`src/rtl/lvl_pkg.sv`:
```
package lvl_pkg;
  typedef enum logic [1:0] {
    WR_THRESH = 2'd0,
    WR_MODE   = 2'd1,
    WR_START  = 2'd2,
    WR_NONE   = 2'd3
  } wr_sel_e;

  typedef enum logic [1:0] {
    RD_LVL_LO  = 2'd0,
    RD_LVL_MID = 2'd1,
    RD_LVL_HI  = 2'd2,
    RD_STATUS  = 2'd3
  } rd_sel_e;
endpackage

```
`src/rtl/lvl_rectify.sv`:
```
module lvl_rectify #(
  parameter int SMP_W = 14
) (
  input  logic [SMP_W-1:0]   smp,
  input  logic [SMP_W-2:0]   thr,
  output logic signed [SMP_W:0] diff
);
  localparam int MAG_W = SMP_W - 1;

  // magnitude with the most negative code clamped to the positive maximum
  function automatic logic [MAG_W-1:0] mag_of(input logic [SMP_W-1:0] s);
    logic [SMP_W-1:0] neg;
    neg = ~s + 1'b1;
    if (!s[SMP_W-1])                return s[MAG_W-1:0];
    else if (s[MAG_W-1:0] == '0)    return '1;
    else                            return neg[MAG_W-1:0];
  endfunction

  logic [MAG_W-1:0] mag;
  assign mag  = mag_of(smp);
  assign diff = $signed({2'b00, mag}) - $signed({2'b00, thr});
endmodule

```
`src/rtl/lvl_period_ctr.sv`:
```
module lvl_period_ctr #(
  parameter int CNT_W = 16
) (
  input  logic             clk,
  input  logic             rst_n,
  input  logic             load,
  input  logic [CNT_W-1:0] load_val,
  input  logic             step,
  input  logic             cont,
  output logic             running,
  output logic             done
);
  logic [CNT_W-1:0] cnt_q, period_q;

  // a load in the same cycle suppresses the terminal count
  assign done = running && step && !load && (cnt_q == CNT_W'(1));

  always_ff @(posedge clk) begin
    if (!rst_n) begin
      cnt_q    <= '0;
      period_q <= '0;
      running  <= 1'b0;
    end else if (load) begin
      cnt_q    <= load_val;
      period_q <= load_val;
      running  <= (load_val != '0);
    end else if (running && step) begin
      if (cnt_q == CNT_W'(1)) begin
        if (cont) begin
          cnt_q <= period_q;
        end else begin
          cnt_q   <= '0;
          running <= 1'b0;
        end
      end else begin
        cnt_q <= cnt_q - 1'b1;
      end
    end
  end
endmodule

```
`src/rtl/lvl_accum.sv`:
```
module lvl_accum #(
  parameter int SMP_W  = 14,
  parameter int ACC_W  = 32,
  parameter int HOLD_W = 23
) (
  input  logic                   clk,
  input  logic                   rst_n,
  input  logic                   clear,
  input  logic                   add,
  input  logic                   dump,
  input  logic signed [SMP_W:0]  diff,
  output logic [ACC_W-1:0]       acc,
  output logic [HOLD_W-1:0]      hold
);
  localparam int EXT_W = ACC_W - SMP_W - 1;

  logic [ACC_W-1:0] acc_next;
  assign acc_next = acc + {{EXT_W{diff[SMP_W]}}, diff};

  always_ff @(posedge clk) begin
    if (!rst_n) begin
      acc  <= '0;
      hold <= '0;
    end else if (clear) begin
      acc <= '0;
    end else if (add) begin
      if (dump) begin
        hold <= acc_next[ACC_W-1 -: HOLD_W];
        acc  <= '0;
      end else begin
        acc <= acc_next;
      end
    end
  end
endmodule

```
`src/rtl/lvl_detect.sv`:
```
module lvl_detect
  import lvl_pkg::*;
#(
  parameter int SMP_W  = 14,
  parameter int ACC_W  = 32,
  parameter int HOLD_W = 23,
  parameter int CNT_W  = 16
) (
  input  logic             clk,
  input  logic             rst_n,
  input  logic             smp_valid,
  input  logic [SMP_W-1:0] smp_data,
  input  logic             wr_en,
  input  logic [1:0]       wr_addr,
  input  logic [CNT_W-1:0] wr_data,
  input  logic             rd_en,
  input  logic [1:0]       rd_addr,
  output logic [7:0]       rd_data
);
  localparam int RD_W = 24;

  logic [SMP_W-2:0]      thr_q;
  logic                  mode_cont;
  logic                  status_q;
  logic                  start_wr, capture, running, msb_rd, add_en;
  logic signed [SMP_W:0] diff;
  logic [ACC_W-1:0]      acc_q;
  logic [HOLD_W-1:0]     hold_q;
  logic [RD_W-1:0]       lvl_word;

  // named events for the checker
  assign start_wr = wr_en && (wr_sel_e'(wr_addr) == WR_START);
  assign msb_rd   = rd_en && (rd_sel_e'(rd_addr) == RD_LVL_HI);
  assign add_en   = smp_valid && running && !start_wr;

  always_ff @(posedge clk) begin
    if (!rst_n) begin
      thr_q     <= '0;
      mode_cont <= 1'b0;
    end else if (wr_en) begin
      case (wr_sel_e'(wr_addr))
        WR_THRESH: thr_q     <= wr_data[SMP_W-2:0];
        WR_MODE:   mode_cont <= wr_data[0];
        default:   ;
      endcase
    end
  end

  lvl_rectify #(.SMP_W(SMP_W)) u_rect (
    .smp  (smp_data),
    .thr  (thr_q),
    .diff (diff)
  );

  lvl_period_ctr #(.CNT_W(CNT_W)) u_ctr (
    .clk      (clk),
    .rst_n    (rst_n),
    .load     (start_wr),
    .load_val (wr_data),
    .step     (smp_valid),
    .cont     (mode_cont),
    .running  (running),
    .done     (capture)
  );

  lvl_accum #(.SMP_W(SMP_W), .ACC_W(ACC_W), .HOLD_W(HOLD_W)) u_acc (
    .clk   (clk),
    .rst_n (rst_n),
    .clear (start_wr),
    .add   (add_en),
    .dump  (capture),
    .diff  (diff),
    .acc   (acc_q),
    .hold  (hold_q)
  );

  // capture outranks an acknowledge in the same cycle
  always_ff @(posedge clk) begin
    if (!rst_n)       status_q <= 1'b0;
    else if (capture) status_q <= 1'b1;
    else if (msb_rd)  status_q <= 1'b0;
  end

  assign lvl_word = {{(RD_W-HOLD_W){hold_q[HOLD_W-1]}}, hold_q};

  always_comb begin
    case (rd_sel_e'(rd_addr))
      RD_LVL_LO:  rd_data = lvl_word[7:0];
      RD_LVL_MID: rd_data = lvl_word[15:8];
      RD_LVL_HI:  rd_data = lvl_word[23:16];
      default:    rd_data = {7'd0, status_q};
    endcase
  end
endmodule

```
`config.mk`:
```
export PLATFORM = sky130hd
export DESIGN_NAME = lvl_detect
export DESIGN_NICKNAME = d
export VERILOG_FILES = /design/src/rtl/lvl_pkg.sv /design/src/rtl/lvl_rectify.sv /design/src/rtl/lvl_period_ctr.sv /design/src/rtl/lvl_accum.sv /design/src/rtl/lvl_detect.sv
export SDC_FILE = /design/constraint.sdc
export NUM_CORES = 1
export LEC_CHECK = 0
export BUFFER_PORTS_ARGS = -buffer_cell sky130_fd_sc_hd__buf_2
export CAP_MARGIN = 10
export CORE_UTILIZATION = 35
export CTS_BUF_LIST = sky130_fd_sc_hd__clkbuf_4 sky130_fd_sc_hd__clkbuf_8
export DETAILED_ROUTE_END_ITERATION = 8
export GPL_TIMING_DRIVEN = 1
export PLACE_DENSITY = 0.63
export SETUP_SLACK_MARGIN = 0.3
export SYNTH_ARGS = -nofsm -noshare
export SYNTH_HDL_FRONTEND = slang
export SYNTH_SLANG_ARGS = --single-unit
export TNS_END_PERCENT = 50
```
`constraint.sdc`:
```
create_clock -name clk -period 22.9 [get_ports clk]
set_input_delay 4.58 -clock clk [delete_from_list [all_inputs] [get_ports clk]]
set_output_delay 4.58 -clock clk [all_outputs]
set_load 0.05 [all_outputs]
```
* Word level (Yosys, flattened, before mapping) *
Index checks and enable logic that the tools add are counted.
W data, S select, Z words.

storage, ports and cells
  register bits = 103
  output and inout port bits = 8
  logic and storage cells = 53

cells by class
  add/sub/neg operators = 4
  eq/ne operators = 6
  multiplexer cells = 14
  bitwise gates (word level) = 3
  reductions and logical operators = 18

operators with widths
  kind                     number
  $mux W16                 4
  $add A32 B32 Y32         1
  $mux W32                 1
  $mux W13                 2
  $pmux W8 S3              1
  $eq A16 B1 Y1 const B    1
  $reduce_bool A16 Y1      1
  $sub A16 B1 Y16 const B  1
  $sub A13 B13 Y14         1
  $add A13 B1 Y13 const B  1
  $logic_not A13 Y1        1
  $not A13 Y13             1
  $mux W1                  6
  $reduce_and A3 Y1        2
  $reduce_bool A2 Y1       3
  $logic_and A1 B1 Y1      5
  $eq A2 B1 Y1 const B     2
  $eq A2 B2 Y1 const B     2
  $logic_not A2 Y1         2
  $reduce_and A2 Y1        2
  $ne A2 B1 Y1 const B     1
  $not A1 Y1               2
  $reduce_or A2 Y1         1
  $logic_not A1 Y1         1

* Longest topological paths before layout *
  depth in word-level cells = 7
  gate-level depth with buffers = 33
  depth with buffers taken out = 32

* Cells and area by module *
A second synthesis with hierarchy kept.

unflattened totals
  cells, all modules = 924
  area, all modules = 7488.4 µm²

by module, submodules not included
  module          times used  cells each  area each (µm²)  sequential area each (µm²)
  lvl_accum       1           464         3678.5           1101.1
  lvl_period_ctr  1           226         2021.9           660.6
  lvl_rectify     1           147         980.9            0.0
  lvl_detect      1           87          807.0            300.3

* Worst setup path before layout *
OpenSTA, ideal clock, no wires.

  kind = input port to output port
  start = input rd_addr[1]
  end = output rd_data[1]
  data arrival time = 6.196 ns
  required time = 18.320 ns
  path slack = 12.124 ns
  stages = 3
  cell sequence = clkbuf_1 mux2i_1 o21ai_0

between the ends
  word-level cells in the longest chain between the ends = 2

ends and longest elaborated chain
  item                                        line              source
  from (decl)                                 lvl_detect.sv:17  input logic [1:0] rd_addr,
  $eq A2 B2 Y1, or another cell as far along  lvl_detect.sv:87  case (rd_sel_e'(rd_addr))
  $pmux W8 S3 (*)                             lvl_detect.sv:87
  to (decl)                                   lvl_detect.sv:18  output logic [7:0] rd_data

Mark *: on every way between the ends. The rest lies on a longest branch, timed or not.

* Worst setup path after layout *
  start = input smp_data[1]
  end = register u_acc.acc[25]

between the ends
  word-level cells in the longest chain between the ends = 7

ends and longest elaborated chain
  item                  line               source
  from (decl)           lvl_detect.sv:12   input logic [SMP_W-1:0] smp_data,
  $not A13 Y13          lvl_rectify.sv:13  neg = ~s + 1'b1;
  $add A13 B1 Y13       lvl_rectify.sv:13
  $mux W13              lvl_rectify.sv:15  else if (s[MAG_W-1:0] == '0) return '1;
  $mux W13 (*)          lvl_rectify.sv:14  if (!s[SMP_W-1]) return s[MAG_W-1:0];
  $sub A13 B13 Y14 (*)  lvl_rectify.sv:21  assign diff = $signed({2'b00, mag}) - $signed({2'b00, thr});
  $add A32 B32 Y32 (*)  lvl_accum.sv:18    assign acc_next = acc + {{EXT_W{diff[SMP_W]}}, diff};
  $mux W32 (*)          lvl_accum.sv:27    if (dump) begin
  to (signal assigned)  lvl_accum.sv:31    acc <= acc_next;
  to (decl)             lvl_accum.sv:12    output logic [ACC_W-1:0] acc,

Marked as above.
A chain may end at the register's enable or synchronous reset.

==> reports/qor.yml <==
synth:
  yosysTopAreaCellShare_pct: 30.5
  synthArstFlopShare_pct: 0
  syn_inst: 912
  synth_top_area_cell: "dfxtp_1"
  yosys_warnings: 0
  synth_edf_count: 0
  synth_area_leaders: "dfxtp_1 31%, a21oi_1 8.9%, ha_1 8.9%"
  synthesis.nets: 1001
  ys_seq_elements: 103
  yosysSeqAreaShare_pct: 30.5
  synth_ff_type: "dfxtp_1"
  synth_cell_type_count: 60
  synth_area_per_cell_sq_um: 7.40
  syn_area_sq_um: 6750
cells_and_area:
  instances_no_fill: 1196
  syn_to_final_growth_pct: 9.53
  layout-drive-gt1-share_pct: 8.97
  fill_cells: 1994
  seq_area_sq_um: 2060
  post-route-util_pct: 39.3
  final_common_cell: "nand2_1"
  diodes: 0
  multiInputGateArea_sq_um: 4390
  nets: 1020
  layout_common_cells: "159 x nand2_1, 120 x a21oi_1, 103 x dfxtp_1, 76 x o21ai_0, 60 x nor2_1"
timing:
  setup_tns_ns: 0
  slew_viol_final: 0
  max_clock_freq_mhz: 89.5
  setup_viol: 0
  finClkSkew_ns: 0.0145
  setup_slack_ns: 11.73
  rsz0062_at_grt: "no"
  period_share_pct: 48.8
  post-route-min-period_ns: 11.17
  tightest_slew_ns: 1.17
  maxSlewHeadroom_pct: 22.1
  hold_violations: 0
floorplan:
  num_rows: 50
  initial_core_util_pct: 35.8
  pin_count: 47
  die_w_um: 141
  dieArea_sq_um: 19800
  core_sq_um: 18800
  die_h_um: 141
power_and_ir_drop:
  ir_drop_mv: 0.0301
  p_per_area_nw_per_um2: 58.3
  leakage_nw: 2.84
global_routing:
  track_usage_pct: 18.4
  grt_max_degree: 64
  antenna_found_initial: 0
  grt_pass1_vias: 5791
  grt_pass1_wl_mm: 29.3
  globalRouteOverflowTotal: 0
setup_path:
  critPathKind: "in2reg"
  slowest_stage: "o21a_1"
  critPathBufInv: 3
  endpoint_kind: "flip-flop"
  cp.arrival_ns: 11.48
  path_max_fanout: 19
  path_delay_family: "compound AO/OA/AOI/OAI gates"
  cp.required_ns: 23.22
  cpPeakStageDelay_ns: 0.73
  start_kind: "primary input"
worst_hold_path:
  min_path_type: "reg2reg"
drt:
  post-route-drc-count: 0
  wl_met2_mm: 8.38
  viasPerCell: 5.40
  drtPass1Iterations: 6
  drtIter0Drc: 486
  wl_per_cell_um: 15.2
  met3_length_um: 687
  highest_layer: "met4"
  routed_wl_mm: 18.1
  drtAntennaViolNets: 0
  vias: 6458
  m1WireLength_mm: 8.84
cts:
  cts-root-buf: "clkbuf_8"
  post_cts_buffers: 0
  cts_sinks: 103
  clk_pin_slew_ns: 0.10
  cts-buffers-inserted: 9
  cts.path.max_buffers: 2
  cts_tree: "done"
  cts_hold_buf: 0
  clkLatencyLatePin_ns: 0.40
  post_cts_resized: 0
  htreeDepth: 3
place:
  dpl.cell_count: 1179
  hpwl_mm: 13.1
  port_buffers: 46
  pre_cts_ws_ns: 11.48
  gp_congestion: 0.869
run:
  maxCapViolCount: 0
run_status:
  status: "completed"
## area by class of cell
type | count | area share (%)
well taps | 260 | 4.40
clock buffers | 11 | 2.05
clock inverters | 5 | 1.07
inverters | 33 | 1.68
multi-input cells | 733 | 59.3
flip-flops and latches | 103 | 27.9
repair buffers | 51 | 3.59
## synth_stat cells, types with 4 or more instances
library cell / n
and3_1: 5
a21o_1: 9
nor2_1: 60
o221ai_1: 6
o31ai_1: 4
o21ai_1: 9
nand4_1: 8
o211ai_1: 6
o21ai_0: 76
a21oi_1: 120
a31oi_1: 12
and2_1: 7
nand3_1: 25
clkbuf_1: 35
buf_2: 4
a22o_1: 8
a41oi_1: 4
nor3_1: 20
or2_2: 4
o21a_1: 10
xnor2_1: 25
nor2b_1: 6
nor4_1: 10
dfxtp_1: 103
o21bai_1: 4
a22oi_1: 10
a211oi_1: 4
ha_1: 48
a21boi_0: 4
nand2_1: 159
xor2_1: 14
inv_1: 32
mux2i_1: 10
or3_1: 15
## state kept, by name (all words and copies together) (netlist names)
| signal | count |
|---|---|
| u_ctr.period_q | 16 |
| status_q | 1 |
| thr_q | 13 |
| u_acc.hold | 23 |
| u_ctr.cnt_q | 16 |
| u_ctr.running | 1 |
| u_acc.acc | 32 |
| mode_cont | 1 |
## power by group
part / switching, mW / leakage (nW) / internal [mW]
registers: 0.00379 / 0.834 / 0.184
logic: 0.0686 / 1.89 / 0.0410
clock network: 0.0664 / 0.120 / 0.0676
total: 0.139 / 2.84 / 0.292
## routing by layer
layer  track usage [%]  vias to the layer above
li1                  -                     3287
met1              24.7                     3018
met2              30.5                      133
met3              2.62                       20
met4              5.43                        0
met5                 0                        -
## stage by stage
step,hold slack (ns),total power [mW],instance area [sq um]
final,0.459,0.431,7390
after global routing,0.481,0.454,7390
after CTS,0.461,0.433,7390
after detailed placement,0.447,0.300,7160
after global placement,0.439,0.300,7160
after floorplan,0.429,0.272,6750
## cell families (layout without fill, tap and decap cells)
group,after synthesis,count (layout),share of synthesized area [%]
AO/OA/AOI/OAI,298,298,25.9
XOR/XNOR,39,39,5.06
adder cells (fa/ha/maj),50,50,9.49
buffers and inverters,76,100,4.47
flip-flops,103,103,30.5
multiplexers,12,12,1.98
AND/OR/NAND/NOR,334,334,22.6
## worst min-delay path, cell delays in order (launching register included)
cell and delay [ns]:
dfxtp_1 0.32, nand2_1 0.05, a21oi_1 0.05
## final timing paths
check                      from       endpoint  slack, ns  cells past startpoint
setup / recovery    smp_data[1]  u_acc.acc[25]      11.73                     28
hold / removal    u_acc.hold[6]  u_acc.hold[6]       0.46                      2
setup reg to reg       thr_q[0]  u_acc.acc[25]      17.92                     22
hold reg to reg   u_acc.hold[6]  u_acc.hold[6]       0.46                      2
Note: power is estimated with default switching activity, not from simulation.
